[src/rtl/wf_pkg.sv]
// Shared types for the wall-following controller.
// Assumes a two-bit state code in which every code is a legal state.
package wf_pkg;

    localparam int STATE_W = 2;

    typedef enum logic [STATE_W-1:0] {
        WF_SEARCH = 2'b00,
        WF_PIVOT  = 2'b01,
        WF_HUG    = 2'b10,
        WF_AWAY   = 2'b11
    } wf_state_t;

    typedef struct packed {
        logic fwd;
        logic left;
        logic right;
    } wf_cmd_t;

endpackage

[src/rtl/wf_next_state.sv]
// Next-state function of the wall follower.
// Pure combinational logic; assumes the sensor inputs are already synchronous.
module wf_next_state
    import wf_pkg::*;
(
    input  wf_state_t cur_state,
    input  logic      sense_l,
    input  logic      sense_r,
    output wf_state_t nxt_state
);

    logic any_contact;

    // Either antenna touching.
    always_comb any_contact = sense_l | sense_r;

    // Transition table by current state.
    always_comb begin
        nxt_state = cur_state;
        unique case (cur_state)
            WF_SEARCH: nxt_state = any_contact ? WF_PIVOT : WF_SEARCH;
            WF_PIVOT:  nxt_state = any_contact ? WF_PIVOT : WF_AWAY;
            WF_HUG: begin
                if (sense_l)      nxt_state = WF_PIVOT;
                else if (sense_r) nxt_state = WF_HUG;
                else              nxt_state = WF_AWAY;
            end
            WF_AWAY:   nxt_state = sense_r ? WF_HUG : WF_AWAY;
            default:   nxt_state = WF_SEARCH;
        endcase
    end

endmodule

[src/rtl/wf_state_reg.sv]
// State register with synchronous active-low reset to SEARCH.
// Assumes rst_n is synchronous to clk.
module wf_state_reg
    import wf_pkg::*;
(
    input  logic      clk,
    input  logic      rst_n,
    input  wf_state_t nxt_state,
    output wf_state_t cur_state
);

    // Capture the next state, or return to SEARCH under reset.
    always_ff @(posedge clk) begin
        if (!rst_n) cur_state <= WF_SEARCH;
        else        cur_state <= nxt_state;
    end

endmodule

[src/rtl/wf_out_decode.sv]
// Moore output decoder: actuator commands from the state alone.
// Assumes no input other than the state may reach the outputs.
module wf_out_decode
    import wf_pkg::*;
(
    input  wf_state_t cur_state,
    output wf_cmd_t   cmd
);

    // One fixed command set per state.
    always_comb begin
        cmd = '{fwd: 1'b1, left: 1'b0, right: 1'b0};
        unique case (cur_state)
            WF_SEARCH: cmd = '{fwd: 1'b1, left: 1'b0, right: 1'b0};
            WF_PIVOT:  cmd = '{fwd: 1'b0, left: 1'b1, right: 1'b0};
            WF_HUG:    cmd = '{fwd: 1'b1, left: 1'b1, right: 1'b0};
            WF_AWAY:   cmd = '{fwd: 1'b1, left: 1'b0, right: 1'b1};
            default:   cmd = '{fwd: 1'b1, left: 1'b0, right: 1'b0};
        endcase
    end

endmodule

[src/rtl/wf_wall_follower.sv]
// Top level of the wall-following controller: next-state logic, state
// register and output decoder. Assumes synchronous sensors and reset.
module wf_wall_follower
    import wf_pkg::*;
(
    input  logic               clk,
    input  logic               rst_n,
    input  logic               touch_left,
    input  logic               touch_right,
    output logic               step_fwd,
    output logic               veer_left,
    output logic               veer_right,
    output logic [STATE_W-1:0] state_code
);

    wf_state_t cur_state;
    wf_state_t nxt_state;
    wf_cmd_t   cmd;

    wf_next_state u_next (
        .cur_state (cur_state),
        .sense_l   (touch_left),
        .sense_r   (touch_right),
        .nxt_state (nxt_state)
    );

    wf_state_reg u_reg (
        .clk       (clk),
        .rst_n     (rst_n),
        .nxt_state (nxt_state),
        .cur_state (cur_state)
    );

    wf_out_decode u_dec (
        .cur_state (cur_state),
        .cmd       (cmd)
    );

    // Drive the ports from the decoded command and state.
    always_comb begin
        step_fwd   = cmd.fwd;
        veer_left  = cmd.left;
        veer_right = cmd.right;
        state_code = cur_state;
    end

endmodule

[config.mk]
export PLATFORM = sky130hd
export DESIGN_NAME = wf_wall_follower
export DESIGN_NICKNAME = d
export VERILOG_FILES = /design/src/rtl/wf_pkg.sv /design/src/rtl/wf_next_state.sv /design/src/rtl/wf_state_reg.sv /design/src/rtl/wf_out_decode.sv /design/src/rtl/wf_wall_follower.sv
export SDC_FILE = /design/constraint.sdc
export NUM_CORES = 1
export LEC_CHECK = 0
export ABC_AREA = 1
export CAP_MARGIN = 20
export CORE_AREA = 2 2 39 41
export CTS_CLUSTER_DIAMETER = 200
export DETAILED_ROUTE_END_ITERATION = 12
export DIE_AREA = 0 0 41 43
export DONT_BUFFER_PORTS = 1
export REMOVE_ABC_BUFFERS = 1
export SLEW_MARGIN = 20
export SYNTH_ARGS = -nofsm -noshare
export SYNTH_HDL_FRONTEND = slang
export SYNTH_SLANG_ARGS = --single-unit
export TNS_END_PERCENT = 20
[constraint.sdc]
create_clock -name clk -period 1.8 [get_ports clk]
set_input_delay 0.27 -clock clk [delete_from_list [all_inputs] [get_ports clk]]
set_output_delay 0.27 -clock clk [all_outputs]
set_load 0.01 [all_outputs]
## Word-level counts from Yosys, hierarchy flattened

Index checks and enable logic that the tools add are counted.

| operators by class | value |
|---|---|
| eq/ne operators | 3 |
| mux-type cells | 6 |
| bitwise operators | 1 |
| reduce and logical (&&, ||, !) cells | 1 |

Operators with widths:

| cell | count |
|---|---|
| $pmux W3 S4 | 1 |
| $pmux W2 S4 | 1 |
| $eq A2 B2 Y1 const B | 2 |
| $mux W2 | 2 |
| $eq A2 B1 Y1 const B | 1 |
| $logic_not A2 Y1 | 1 |
| $mux W1 | 2 |
| $or A1 B1 Y1 | 1 |

| word-level totals | value |
|---|---|
| bits in registers | 2 |
| input bits | 4 |
| output and inout port bits | 5 |
| word-level logic and storage cells | 12 |

## Longest topological paths before layout

| depth | value |
|---|---|
| word-level depth | 3 |
| gate-level depth with buffers | 6 |
| gate-level depth less buffers | 6 |

## Cells and area by module

From an unflattened synthesis, not the netlist that was laid out.

| second synthesis, totals | value |
|---|---|
| cells, all modules | 23 |
| area, all modules | 142.6 sq um |

Modules (own cells, without submodules):

| module | instances | cells an instance | area an instance (sq um) | seq. area each (sq um) |
|---|---|---|---|---|
| wf_state_reg | 1 | 6 | 55.1 | 40.0 |
| wf_next_state | 1 | 12 | 51.3 | 0.0 |
| wf_out_decode | 1 | 5 | 36.3 | 0.0 |

## Worst setup path after synthesis

Ideal clock, no wire load.

| timing | value |
|---|---|
| kind | flip-flop to output port |
| start point | register u_reg.cur_state[0] |
| end point | output veer_left |
| data arrival time | 0.855 ns |
| required time | 1.530 ns |
| slack | 0.675 ns |
| cell stages (with the launch flop) | 3 |
| buffers on the path | 0 |
| path through | dfxtp_1 -> inv_1 -> ha_1 |

| between the ends | value |
|---|---|
| longest elaborated chain between the ends | 2 |
| elaborated cells on any way between the ends | 5 |
| classes of those cells | eq/ne (3); mux (1); reduce/logical (1) |

Ends and longest elaborated chain:

| what | RTL line | RTL |
|---|---|---|
| from (decl) | wf_state_reg.sv:9 | `output wf_state_t cur_state` |
| from (signal assigned) | wf_state_reg.sv:15 | `else cur_state <= nxt_state;` |
| $eq A2 B2 Y1 (tied with other cells) | wf_out_decode.sv:13 | `unique case (cur_state)` |
| $pmux W3 S4 (*) | wf_out_decode.sv:13 |  |
| to (decl) | wf_wall_follower.sv:11 | `output logic veer_left,` |

Every way passes the cells marked *; elsewhere a longest branch is shown, timed or not.

## Worst setup path in the final report

Same ends and word-level chain as after synthesis.

==> flow_summary.ini <==
[status]
outcome = completed

[sta]
finalClockSkew_ns = 0.000215
hold_violations = 0
finalMaxSlewViolations = 0
setup_tns_ns = 0
max_slew_margin_pct = 80.9
fin_crit_sh_pct = 79.4
min_period_ns = 1.43
fmax_ghz = 0.700
setup_violations = 0
tightestPinTransition_ns = 0.286
grt_setup_unrepaired = no

[synthesis]
yosysTopAreaCell = ha_1
synth-seq-area-share_pct = 20.4
synth_ff_type = dfxtp_1
synth_top_area_share_pct = 38.2
yosysMostFrequentCell = inv_1
synthesis.area_sq_um = 196
netlist_instances = 28
ys_types = 7
synth_common_cells = inv_1 (7), ha_1 (6), nand2_1 (6)
postSynthAreaPerCell_sq_um = 7.02
ys_seq_elements = 2
yosysWarnings = 0
async_flop_share_pct = 0
yosys-top-cells-area = ha_1 (38%), dfxtp_1 (20%), inv_1 (13%)
synth_edf_count = 0

[clocking]
post_cts_resized = 0
cts_sinks = 2
h-tree-depth = 1
clk_pin_slew_ns = 0.03
cts_tree = done
cts_buffer_depth = 2
clock_latency_ns = 0.22
cts.hold.buffers_added = 0
clock-root-buffer = clkbuf_4
numCtsBuffers = 3
cts_setup_buffers = 0

[die]
dieArea_sq_mm = 0.00176
io_pins = 9
initial_utilization_pct = 14.2
die_x_um = 41
row_count = 14
core_sq_mm = 0.00138
die_y_um = 43

[setup_path]
crit_chain = inv_1 > ha_1
crit_path_start_kind = flip-flop
critPathCaptureType = output port
critPathKind = flip-flop to output port
cp_max_fo = 6
arrival_ns = 1.16
cpPeakStageDelay_ns = 0.47
slowest_stage = dfxtp_1
cp.required_ns = 1.53

[power]
switching_share_pct = 26.0
clkPwrFrac_pct = 54.6
p_int_w = 0.000131
p_sw_w = 0.0000463
ir_worst_vdd_mv = 0.180
power.share.sequential_pct = 30.2
power.leakage_nw = 0.124
combPwrFrac_pct = 15.2
power_density_mw_per_mm2 = 743

[finish]
syn_to_final_growth_pct = 21.7
antenna_cells = 0
reg.largest.list = u_reg.cur_state (2)
stdcell_area_sq_um = 239
fin_nets = 43
nFillCells = 157
drive_above_1_share_pct = 12.9
largest_reg_flops = 2
top_register = u_reg.cur_state

[global_route]
grt_usage_pct = 5.31
antenna_found_initial = 0
grt_pass1_wl_um = 614
grt_max_degree = 7
grt_pass1_vias = 173
grt_overflow = 0

[drt]
route.final.wire_length_um = 391
detail_route.first_pass.iterations = 1
wire_per_inst_um = 8.32
via_per_inst = 3.38
via_count = 159
drtAntennaViolNets = 0
first_iter_violations = 0
drc_errors = 0

[placed_design]
io_buffers = 0
post_dp_cell_area_sq_um = 216
place_congestion = 0.764
dpl.hpwl_um = 333

[job]
maxCapViolCount = 0

[min_path]
hold_path.class = primary input to flip-flop
## critical path: cells and delay by family (launching register included)
family,cells,cell delay [ns]
fa+ha+maj,1,0.36
flops,1,0.47
buf+inv,1,0.11
## layout make-up
type                            count  area, sq um  area share, %
Clock buffer                        3         22.5           9.42
Inverter                            7         26.3           11.0
Multi-Input combinational cell     19          130           54.5
Sequential cell                     2         40.0           16.8
Tap cell                           16         20.0           8.38
## cell usage in the layout, fill, tap and decap left out
cell / n
a21oi_1: 3
clkbuf_4: 3
dfxtp_1: 2
ha_1: 6
inv_1: 7
nand2_1: 6
nor2_1: 3
nor2_2: 1
## layer usage
metal / vias to the layer above / global-route usage, % / wire length, um
met4: 0 / 6.00 / 0
met3: 0 / 1.57 / 52
met5: - / 0 / 0
li1: 87 / - / -
met1: 67 / 4.47 / 133
met2: 5 / 8.44 / 204
## metrics by stage
step | worst slack, ns | utilization (%) | hold WS [ns] | instances | power (W)
after floorplan | 0.675 | - | 0.393 | 28 | 0.0000759
after global placement | 0.541 | 15.6 | 0.409 | 44 | 0.0000816
after detailed placement | 0.535 | 15.6 | 0.412 | 44 | 0.0000818
after CTS | 0.348 | 17.3 | 0.171 | 47 | 0.000188
after global routing | 0.303 | 17.3 | 0.191 | 47 | 0.000194
final | 0.371 | 17.3 | 0.182 | 47 | 0.000178
## power groups by stage
stage	combinational (W)	clock [W]	sequential (W)
4_1_cts	0.0000276	0.000106	0.0000537
6_report	0.0000270	0.0000970	0.0000536
3_3_place_gp	0.0000274	0	0.0000542
2_1_floorplan	0.0000228	0	0.0000531
3_5_place_dp	0.0000275	0	0.0000543
5_1_grt	0.0000316	0.000108	0.0000541
## kinds of logic (layout without fill, tap and decap cells)
family	Yosys count	count (layout)	synth area share (%)
simple gates	10	10	20.4
buf+inv	7	10	13.4
fa+ha+maj	6	6	38.2
compound gates	3	3	7.64
flops	2	2	20.4
## worst paths after layout
check,startpoint,end,slack [ns],cells after the start
setup / recovery,u_reg.cur_state[0],veer_left,0.37,2
hold / removal,rst_n,u_reg.cur_state[1],0.18,2
setup reg to reg,u_reg.cur_state[0],u_reg.cur_state[0],0.55,6
hold reg to reg,u_reg.cur_state[0],u_reg.cur_state[1],0.80,3
Power figures use the tool's default switching activity.
